## src/rtl/spi_mm_pkg.sv

```systemverilog
package spi_mm_pkg;
  // Bit positions inside a configuration word (visible to software)
  localparam int CPOL_B  = 0;
  localparam int CPHA_B  = 1;
  localparam int ACT_B   = 2;
  localparam int DIV_LSB = 3;

  function automatic int unsigned cfg_width(int unsigned div_w, int unsigned len_w);
    return DIV_LSB + div_w + len_w;
  endfunction

  function automatic int unsigned half_cycles(int unsigned e);
    return 32'd1 << e;
  endfunction
endpackage

```

## src/rtl/spi_cfg_bank.sv

```systemverilog
module spi_cfg_bank import spi_mm_pkg::*; #(
  parameter int N_SLV = 4,
  parameter int SEL_W = 2,
  parameter int DIV_W = 2,
  parameter int LEN_W = 4,
  parameter int CFG_W = 9
) (
  input  logic             clk,
  input  logic             rst_n,
  input  logic             we,
  input  logic [SEL_W-1:0] wsel,
  input  logic [CFG_W-1:0] wdata,
  input  logic             lock,
  input  logic [SEL_W-1:0] lock_sel,
  input  logic [SEL_W-1:0] rsel,
  output logic             rd_cpol,
  output logic             rd_cpha,
  output logic [DIV_W-1:0] rd_div,
  output logic [LEN_W-1:0] rd_len_m1,
  output logic [N_SLV-1:0] act_all
);
  localparam logic [CFG_W-1:0] RST_VAL = CFG_W'({{LEN_W{1'b1}}, {(DIV_LSB + DIV_W){1'b0}}});

  logic [CFG_W-1:0] regs [N_SLV];
  logic [CFG_W-1:0] rd;

  for (genvar i = 0; i < N_SLV; i++) begin : g_slv
    logic [CFG_W-1:0] word_q;
    logic             wr_hit;
    assign wr_hit = we && (wsel == SEL_W'(i)) && !(lock && (lock_sel == SEL_W'(i)));
    always_ff @(posedge clk or negedge rst_n) begin
      if (!rst_n)      word_q <= RST_VAL;
      else if (wr_hit) word_q <= wdata;
    end
    assign regs[i]    = word_q;
    assign act_all[i] = word_q[ACT_B];
  end

  assign rd        = regs[rsel];
  assign rd_cpol   = rd[CPOL_B];
  assign rd_cpha   = rd[CPHA_B];
  assign rd_div    = rd[DIV_LSB +: DIV_W];
  assign rd_len_m1 = rd[DIV_LSB + DIV_W +: LEN_W];
endmodule

```

## src/rtl/spi_half_timer.sv

```systemverilog
module spi_half_timer #(
  parameter int DIV_W = 2,
  parameter int TMR_W = 3
) (
  input  logic             clk,
  input  logic             rst_n,
  input  logic             load,
  input  logic             run,
  input  logic [DIV_W-1:0] exp_sel,
  output logic             tick
);
  logic [TMR_W-1:0] cnt_q;
  logic [TMR_W-1:0] reload;

  assign reload = TMR_W'(spi_mm_pkg::half_cycles(32'(exp_sel)) - 1);
  assign tick   = run && !load && (cnt_q == '0);

  always_ff @(posedge clk or negedge rst_n) begin
    if (!rst_n)                 cnt_q <= '0;
    else if (load || tick)      cnt_q <= reload;
    else if (run)               cnt_q <= cnt_q - 1'b1;
  end
endmodule

```

## src/rtl/spi_shifter.sv

```systemverilog
module spi_shifter #(
  parameter int DATA_W = 16,
  parameter int LEN_W  = 4
) (
  input  logic              clk,
  input  logic              rst_n,
  input  logic              load,
  input  logic [DATA_W-1:0] tx_word,
  input  logic [LEN_W-1:0]  len_m1,
  input  logic              cpha,
  input  logic              drive,
  input  logic              sample,
  input  logic              miso,
  output logic              mosi,
  output logic [DATA_W-1:0] rx_bits
);
  // Move the low (len_m1+1) bits to the top so the MSB leaves first
  function automatic logic [DATA_W-1:0] align_left(logic [DATA_W-1:0] w, logic [LEN_W-1:0] lm1);
    return w << (LEN_W'(DATA_W - 1) - lm1);
  endfunction

  logic [DATA_W-1:0] tx_sh;
  logic [DATA_W-1:0] tx_aligned;

  assign tx_aligned = align_left(tx_word, len_m1);

  always_ff @(posedge clk or negedge rst_n) begin
    if (!rst_n) begin
      tx_sh   <= '0;
      rx_bits <= '0;
      mosi    <= 1'b0;
    end else if (load) begin
      rx_bits <= '0;
      if (cpha) begin
        tx_sh <= tx_aligned;
        mosi  <= 1'b0;
      end else begin
        tx_sh <= tx_aligned << 1;
        mosi  <= tx_aligned[DATA_W-1];
      end
    end else begin
      if (drive) begin
        mosi  <= tx_sh[DATA_W-1];
        tx_sh <= tx_sh << 1;
      end
      if (sample) rx_bits <= {rx_bits[DATA_W-2:0], miso};
    end
  end
endmodule

```

## src/rtl/spi_multi_master.sv

```systemverilog
module spi_multi_master import spi_mm_pkg::*; #(
  parameter  int N_SLV  = 4,
  parameter  int DIV_W  = 2,
  parameter  int LEN_W  = 4,
  localparam int SEL_W  = (N_SLV > 1) ? $clog2(N_SLV) : 1,
  localparam int DATA_W = 1 << LEN_W,
  localparam int CFG_W  = cfg_width(DIV_W, LEN_W)
) (
  input  logic              clk,
  input  logic              rst_n,
  input  logic              cfg_we,
  input  logic [SEL_W-1:0]  cfg_sel,
  input  logic [CFG_W-1:0]  cfg_data,
  input  logic              start,
  input  logic [SEL_W-1:0]  start_sel,
  input  logic [DATA_W-1:0] tx_word,
  input  logic              miso,
  output logic              busy,
  output logic              done,
  output logic [DATA_W-1:0] rx_word,
  output logic              sck,
  output logic              mosi,
  output logic [N_SLV-1:0]  ss_o
);
  localparam int ECNT_W = LEN_W + 2;
  localparam int TMR_W  = (1 << DIV_W) - 1;

  logic              busy_q, done_q, sck_q;
  logic [SEL_W-1:0]  cur_sel_q;
  logic              cur_cpol_q, cur_cpha_q;
  logic [DIV_W-1:0]  cur_div_q;
  logic [LEN_W-1:0]  cur_len_q;
  logic [ECNT_W-1:0] edge_q;
  logic [DATA_W-1:0] rx_q;

  // Named internal events
  logic              accept, tick, last_slot, lead_edge, trail_edge, drive_ev, sample_ev;
  logic              sel_cpol, sel_cpha;
  logic [DIV_W-1:0]  sel_div, tmr_exp;
  logic [LEN_W-1:0]  sel_len, sh_len;
  logic [N_SLV-1:0]  act_all;
  logic [DATA_W-1:0] sh_rx;

  assign accept     = start && !busy_q;
  assign last_slot  = edge_q == ECNT_W'({1'b0, cur_len_q, 1'b0}) + ECNT_W'(2);
  assign lead_edge  = tick && !last_slot && (sck_q == cur_cpol_q);
  assign trail_edge = tick && !last_slot && (sck_q != cur_cpol_q);
  assign drive_ev   = cur_cpha_q ? lead_edge  : trail_edge;
  assign sample_ev  = cur_cpha_q ? trail_edge : lead_edge;
  assign tmr_exp    = accept ? sel_div : cur_div_q;
  assign sh_len     = sel_len;

  spi_cfg_bank #(.N_SLV(N_SLV), .SEL_W(SEL_W), .DIV_W(DIV_W), .LEN_W(LEN_W), .CFG_W(CFG_W)) u_bank (
    .clk(clk), .rst_n(rst_n), .we(cfg_we), .wsel(cfg_sel), .wdata(cfg_data),
    .lock(busy_q), .lock_sel(cur_sel_q), .rsel(start_sel),
    .rd_cpol(sel_cpol), .rd_cpha(sel_cpha), .rd_div(sel_div), .rd_len_m1(sel_len),
    .act_all(act_all)
  );

  spi_half_timer #(.DIV_W(DIV_W), .TMR_W(TMR_W)) u_tmr (
    .clk(clk), .rst_n(rst_n), .load(accept), .run(busy_q), .exp_sel(tmr_exp), .tick(tick)
  );

  spi_shifter #(.DATA_W(DATA_W), .LEN_W(LEN_W)) u_sh (
    .clk(clk), .rst_n(rst_n), .load(accept), .tx_word(tx_word), .len_m1(sh_len),
    .cpha(sel_cpha), .drive(drive_ev), .sample(sample_ev), .miso(miso),
    .mosi(mosi), .rx_bits(sh_rx)
  );

  always_ff @(posedge clk or negedge rst_n) begin
    if (!rst_n) begin
      busy_q <= 1'b0; done_q <= 1'b0; sck_q <= 1'b0;
      cur_sel_q <= '0; cur_cpol_q <= 1'b0; cur_cpha_q <= 1'b0;
      cur_div_q <= '0; cur_len_q <= '0; edge_q <= '0; rx_q <= '0;
    end else begin
      done_q <= 1'b0;
      if (accept) begin
        busy_q     <= 1'b1;
        cur_sel_q  <= start_sel;
        cur_cpol_q <= sel_cpol;
        cur_cpha_q <= sel_cpha;
        cur_div_q  <= sel_div;
        cur_len_q  <= sel_len;
        edge_q     <= '0;
        sck_q      <= sel_cpol;
      end else if (tick) begin
        if (last_slot) begin
          busy_q <= 1'b0;
          done_q <= 1'b1;
          rx_q   <= sh_rx;
        end else begin
          sck_q  <= ~sck_q;
          edge_q <= edge_q + 1'b1;
        end
      end
    end
  end

  for (genvar i = 0; i < N_SLV; i++) begin : g_ss
    assign ss_o[i] = (busy_q && cur_sel_q == SEL_W'(i)) ? act_all[i] : ~act_all[i];
  end

  assign busy    = busy_q;
  assign done    = done_q;
  assign sck     = sck_q;
  assign rx_word = rx_q;
endmodule

```

## config.mk

```make
export PLATFORM = sky130hd
export DESIGN_NAME = spi_multi_master
export DESIGN_NICKNAME = d
export VERILOG_FILES = /design/src/rtl/spi_mm_pkg.sv /design/src/rtl/spi_cfg_bank.sv /design/src/rtl/spi_half_timer.sv /design/src/rtl/spi_shifter.sv /design/src/rtl/spi_multi_master.sv
export SDC_FILE = /design/constraint.sdc
export NUM_CORES = 1
export LEC_CHECK = 0
export BUFFER_PORTS_ARGS = -buffer_cell sky130_fd_sc_hd__buf_2
export CAP_MARGIN = 0
export CORE_ASPECT_RATIO = 1.5
export CORE_UTILIZATION = 40
export CTS_BUF_LIST = sky130_fd_sc_hd__clkbuf_8
export DETAILED_ROUTE_END_ITERATION = 6
export GPL_TIMING_DRIVEN = 1
export PLACE_DENSITY = 0.6
export SLEW_MARGIN = 10
export SYNTH_ARGS = -nofsm -noshare
export SYNTH_HDL_FRONTEND = slang
export SYNTH_SLANG_ARGS = --single-unit
export TNS_END_PERCENT = 50
```

## constraint.sdc

```tcl
create_clock -name clk -period 7.1 [get_ports clk]
set_input_delay 0.71 -clock clk [delete_from_list [all_inputs] [get_ports clk]]
set_output_delay 0.71 -clock clk [all_outputs]
set_load 0.02 [all_outputs]
```

==> impl_metrics.yaml, run 1 <==
outcome:
  status: "finished, final reports clean"
worst_setup_path:
  worst-setup-path-type: "input port to flip-flop"
  cp-startpoint: "start_sel[0]"
  worstSetupStartpointType: "input port"
  critPathRequiredTime_ps: 7390
  r2r_cells: 7
  crit_fanout: 22
  r2r-end: "u_sh.tx_sh[8]"
  worstPathArrival_ps: 3250
  regToRegSetupSlack_ps: 4390
  crit_end: "u_sh.tx_sh[13]"
  cp-end-kind: "flip-flop"
  r2r-start: "cur_len_q[0]"
floorplan:
  rows: 52
  core_area_sq_um: 13600
  die_h_um: 147
  initial_utilization: 0.415
  fp.dieW_um: 98.9
  die-area_sq_um: 14600
  ios: 58
power:
  power_frac_comb: 0.432
  pwr-share-clk: 0.147
  power_switching_w: 0.000893
  netSwitchingFraction: 0.382
  p_int_w: 0.00145
  power_frac_seq: 0.421
  peakVddDrop_mv: 0.199
  p_leak_nw: 2.82
  power_density_nw_per_um2: 375
place:
  dpl_cell_area_sq_um: 6050
  port_buffers: 57
  post-dp-hpwl_um: 8680
  routabilityCongestion: 0.884
synthesis:
  yosys_warnings: 0
  ys_seq_elements: 107
  synth-edff-count: 0
  synth_top_area_cell: "dfrtp_1"
  yosysUniqueCellTypes: 58
  avgSynthCellArea_sq_um: 10.9
  yosysSeqAreaShare: 0.478
  syn_area_sq_um: 5640
  synthCells: 516
  synth_nets: 553
  async_flop_share: 1.00
  synthFlopType: "dfrtp_1"
  yosysTopAreaCellShare: 0.404
  synth_area_leaders: "dfrtp_1 40%, mux2_2 13%, dfstp_2 7.5%"
timing:
  fmax_mhz: 337
  rsz0062_at_grt: "no"
  maxSlewViolCount: 0
  worstMarginPinSlew_ps: 746
  slew_headroom: 0.501
  setup-tns-final_ps: 0
  period_share: 0.418
  setup_violations: 0
  skew_ps: 10.2
  fin_crit_ps: 2970
  hold_viol: 0
grt:
  antenna_found_initial: 0
  grt_pass1_vias: 4187
  gr-total-overflow: 0
  grt_usage: 0.175
  grt_first_pass_wirelength_um: 20200
  grt_max_degree: 58
detailed_routing:
  vias: 4093
  first_iter_violations: 203
  wl_per_cell_um: 16.5
  wirelength_um: 12000
  ant_nets: 0
  via_per_inst: 5.61
  drc_errors: 0
  first_pass_iters: 4
hold_path:
  hold_path.class: "input port to async pin"
cts:
  cts-root-buf: "clkbuf_8"
  cts_buffers: 9
  clock_latency_ps: 370
  postCtsSetupRepairBufs: 0
  cts_tree: "yes"
  ctsResizeCount: 0
  h-tree-depth: 3
  clock_sinks: 107
  cts_hold_buf: 0
  clockBufferDepth: 2
  path_clk_slew_ps: 90
finish:
  syn2layout_area_growth_pct: 10.5
  fin_nets: 601
  design_area_sq_um: 6230
  drive_above_1_share: 0.305
  diodes: 0
flow_run:
  maxCapViolCount: 0
[synth_stat cells, types with 4 or more instances]
library cell / n
nand2b_1: 6
xnor2_1: 7
nor3b_1: 5
inv_1: 4
clkbuf_1: 18
o21ai_0: 22
nand3_1: 11
a31oi_1: 7
a21oi_1: 10
o31ai_1: 4
o22ai_1: 8
o21ai_1: 12
xor2_1: 9
mux2i_1: 36
nand2_1: 75
or3_1: 4
dfrtp_1: 91
mux4_2: 9
a22oi_1: 4
buf_2: 4
dfstp_2: 16
mux2_2: 64
nor2_1: 27
nor3_1: 12
[through the flow]
stage / setup slack, ps / total power, W / std cells / util / hold WS (ps)
detailed placement: 3760 / 0.00201 / 715 / 0.445 / 476
global route: 4010 / 0.00251 / 730 / 0.458 / 395
global placement: 3830 / 0.00198 / 715 / 0.445 / 472
floorplan: 4400 / 0.00177 / 516 / - / 414
finish: 4130 / 0.00234 / 730 / 0.458 / 352
CTS: 4140 / 0.00236 / 730 / 0.458 / 368
[layout make-up]
class                   instances  area [sq um]
multi-input cells             377          2790
inverters                       5          18.8
well taps                     162           203
repair buffers                 64           340
clock buffers                  11           151
fillers                      1295          7370
flip-flops and latches        107          2700
clock inverters                 4          27.5
[per-layer routing]
| metal | wire (um) | global-route usage | vias up |
|---|---|---|---|
| li1 | - | - | 1955 |
| met1 | 5080 | 0.202 | 2011 |
| met2 | 6210 | 0.315 | 98 |
| met3 | 374 | 0.0227 | 29 |
| met4 | 366 | 0.0888 | 0 |
| met5 | 0 | 0 | - |
[power groups by stage]
stage	Sequential [W]	Combinational [W]	Clock [W]
2_1_floorplan	0.000970	0.000796	0
3_3_place_gp	0.000986	0.000990	0
3_5_place_dp	0.000997	0.00101	0
4_1_cts	0.000986	0.00102	0.000358
5_1_grt	0.00101	0.00111	0.000377
6_report	0.000985	0.00101	0.000343
[how the worst min path moves through the flow]
stage,slack [ps],cells past startpoint,endpoint
after floorplan,410,0,busy
after global placement,470,2,u_sh.rx_bits[15]
after detailed placement,480,2,u_sh.rx_bits[15]
after CTS,370,1,u_sh.rx_bits[8]
after global routing,400,1,rx_word[14]
final,350,1,rx_word[14]
[flip-flops by register name, indices dropped and copies added, names as in the netlist, 2 cells and up]
name / cells
edge_q: 6
cur_sel_q: 2
u_tmr.cnt_q: 3
u_bank.g_slv.word_q: 36
u_sh.tx_sh: 16
rx_word: 16
cur_div_q: 2
cur_len_q: 4
u_sh.rx_bits: 16
[cell usage in the layout (no fill, tap or decap), types with 3 or more instances in the layout]
cell,instances
dfrtp_1,91
nand2_1,75
mux2_2,64
buf_2,56
mux2i_1,36
nor2_1,27
o21ai_0,22
dfstp_2,16
nor3_1,12
o21ai_1,12
nand3_1,11
clkbuf_8,11
a21oi_1,10
mux4_2,9
xor2_1,9
o22ai_1,8
buf_4,8
xnor2_1,7
nand2b_1,6
a31oi_1,6
nor3b_1,5
inv_1,5
a22oi_1,4
or3_1,4
o31ai_1,4
o211ai_1,3
and2_1,3
a21o_1,3
o21a_1,3
ha_1,3
[kinds of logic (layout without fill, tap and decap cells)]
group	count (synthesis)	in the layout	synth area share
AND/OR/NAND/NOR	156	156	0.129
multiplexers	109	109	0.228
flip-flops	107	107	0.478
AO/OA/AOI/OAI	93	93	0.106
buffers and inverters	32	84	0.0277
XOR/XNOR	16	16	0.0249
adder cells (fa/ha/maj)	3	3	0.00666
[worst max-delay path, cell delays in order]
cell and delay (ps):
buf_2 300, mux4_2 830, mux2i_1 260, mux4_2 480, and2_1 170, or3_1 340, a31oi_1 150
No activity file was read; power rests on OpenSTA's default activity.
==> inputs of run 2 (changes only) <==
--- a/config.mk
+++ b/config.mk
@@ -12,7 +12,7 @@
 export CTS_BUF_LIST = sky130_fd_sc_hd__clkbuf_8
 export DETAILED_ROUTE_END_ITERATION = 6
 export GPL_TIMING_DRIVEN = 1
-export PLACE_DENSITY = 0.6
+export PLACE_DENSITY = 0.62
 export SLEW_MARGIN = 10
 export SYNTH_ARGS = -nofsm -noshare
 export SYNTH_HDL_FRONTEND = slang
==> constraint.sdc (replaced) <==
create_clock -name clk -period 2.4 [get_ports clk]
set_input_delay 0.24 -clock clk [delete_from_list [all_inputs] [get_ports clk]]
set_output_delay 0.24 -clock clk [all_outputs]
set_load 0.02 [all_outputs]
==> run 2 against run 1 <==
Net effect: final area is 7.8% higher; register-to-register slack worse by 4500 ps; largest cell class unchanged; critical endpoint is now u_sh.tx_sh[14]; sequential share of layout area is 3.1 points lower; first-iteration DRC count is 14% lower; routed wire length is 8.9% higher; the run now ends with setup timing left; clock power grew to 3.0 times the previous value; hold slack worse by 290 ps; via count is 5.8% higher; clock skew is 4.8 ps higher.
==> impl_metrics.yaml, run 2 (synthesized netlist as in run 1, its figures left out) <==
grt:
  gr-max-usage-layer: "met2"
  use_met2: 0.353
  gr-total-overflow: 0
  grt_use_met3: 0.0236
  gr-usage-met1: 0.205
  grt_usage: 0.191
  grt_max_degree: 43
  antenna_found_initial: 0
  grt_pass1_vias: 4503
  grt_first_pass_wirelength_um: 21700
power:
  p_int_w: 0.00467
  peakVddDrop_mv: 0.630
  netSwitchingFraction: 0.382
  power_frac_comb: 0.479
  power_density_nw_per_um2: 1130
  power_frac_seq: 0.386
  p_total_w: 0.00756
  p_leak_nw: 3.08
  power_switching_w: 0.00288
  pwr-share-clk: 0.135
detailed_routing:
  ant_nets: 0
  wl_per_cell_um: 16.8
  drc_errors: 0
  wirelength_um: 13100
  via_per_inst: 5.56
  vias: 4329
  first_iter_violations: 175
  first_pass_iters: 4
timing:
  slew_headroom: 0.519
  hold_viol: 0
  worstMarginPinSlew_ps: 716
  fmax_mhz: 406
  skew_ps: 14.9
  fin_ws_ps: -62.9
  holdWs_ps: 65.0
  maxSlewViolCount: 0
  period_share: 1.03
  setup_violations: 3
  rsz0062_at_grt: "yes"
  fin_crit_ps: 2460
finish:
  final_cell_mix: "91 x dfrtp_1, 75 x nand2_1, 64 x mux2_2"
  largest_register_ffs: 36
  final_common_cell: "dfrtp_1"
  syn2layout_area_growth_pct: 19.1
  fin_nets: 649
  drive_above_1_share: 0.379
  design_area_sq_um: 6720
  diodes: 0
  fillers: 1238
  utilization: 0.494
  regMostFlops: "u_bank.g_slv.word_q"
worst_setup_path:
  cp_slowest_cell: "mux4_2"
  worstPathArrival_ps: 2720
  crit_fanout: 8
  critPathBufInv: 4
  cp-end-kind: "flip-flop"
  worst-setup-path-type: "flip-flop to flip-flop"
  critPathTopFamily: "multiplexers"
  worstSetupStartpointType: "flip-flop"
  crit_chain: "mux4_2 > buf_12 > buf_6 > buf_4 > mux2i_1 > buf_4 > mux2i_1 > nor3b_1 > o32ai_1 > a31oi_1"
  critPathRequiredTime_ps: 2660
  slowest_delay_ps: 500
cts:
  cts-root-buf: "clkbuf_8"
  cts_buffers: 9
  cts_tree: "yes"
  clockBufferDepth: 2
  clock_sinks: 107
  clock_latency_ps: 390
  path_clk_slew_ps: 110
  h-tree-depth: 3
outcome:
  violations: "setup timing"
  status: "finished with violations"
place:
  routabilityCongestion: 0.880
  dpl_cell_area_sq_um: 6420
  post-dp-hpwl_um: 9970
  port_buffers: 57
floorplan:
  fp.dieW_um: 98.9
  core_area_sq_um: 13600
  rows: 52
  die_h_um: 147
  initial_utilization: 0.415
  ios: 58
  die-area_sq_um: 14600
flow_run:
  maxCapViolCount: 0
hold_path:
  hold_path.class: "input port to flip-flop"
## run 2: final timing paths
| check | from | to | slack [ps] | cells past startpoint |
|---|---|---|---|---|
| max reg2reg | u_bank.g_slv[3].word_q[5] | u_sh.tx_sh[14] | -60 | 10 |
| min in group asynchronous | rst_n | rx_word[14] | 380 | 2 |
| min reg2reg | rx_word[3] | rx_word[3] | 510 | 1 |
| max in group asynchronous | rst_n | u_bank.g_slv[2].word_q[2] | 1420 | 3 |
| min | start | u_tmr.cnt_q[2] | 70 | 2 |
| max | u_bank.g_slv[3].word_q[5] | u_sh.tx_sh[14] | -60 | 10 |
## run 2: through the flow
stage	setup slack [ps]	TNS, ps	std cells
6_report	-62.9	-117	779
3_3_place_gp	-9.74	-9.74	756
2_1_floorplan	9.34	0	516
4_1_cts	-4.60	-4.60	776
3_5_place_dp	-75.7	-223	756
5_1_grt	-129	-517	779
## run 2: cell type report
cell class / count / area [sq um] / area share
Timing Repair Buffer: 112 / 769 / 0.115
Inverter: 5 / 18.8 / 0.00279
Tap cell: 162 / 203 / 0.0302
Multi-Input combinational cell: 377 / 2850 / 0.425
Clock inverter: 7 / 52.6 / 0.00782
Sequential cell: 107 / 2700 / 0.402
Clock buffer: 9 / 124 / 0.0184
## run 2: power by group through the flow
stage | Sequential (W) | Clock [W] | Combinational (W)
finish | 0.00292 | 0.00102 | 0.00362
global route | 0.00299 | 0.00113 | 0.00396
CTS | 0.00292 | 0.00106 | 0.00351
detailed placement | 0.00295 | 0 | 0.00346
global placement | 0.00291 | 0 | 0.00340
floorplan | 0.00287 | 0 | 0.00235
## run 2: layer usage
layer | part of all wire | vias up
met5 | 0 | -
met4 | 0.045 | 0
met3 | 0.023 | 33
met2 | 0.52 | 86
met1 | 0.41 | 2152
li1 | - | 2058
## run 2: worst reg2reg max path, stage by stage (launching register included)
cell and delay [ps]:
dfstp_2 380, mux4_2 500, buf_12 170, buf_6 130, buf_4 140, mux2i_1 150
buf_4 160, mux2i_1 80, nor3b_1 160, o32ai_1 350, a31oi_1 140
## run 2: what timing repair did
action,CTS,global route
hold buffers,1,0
endpoints found under the setup margin,1,9
hold endpoints to repair,24,0
pin swaps,0,6
resized for setup,0,17
setup buffers,3,3
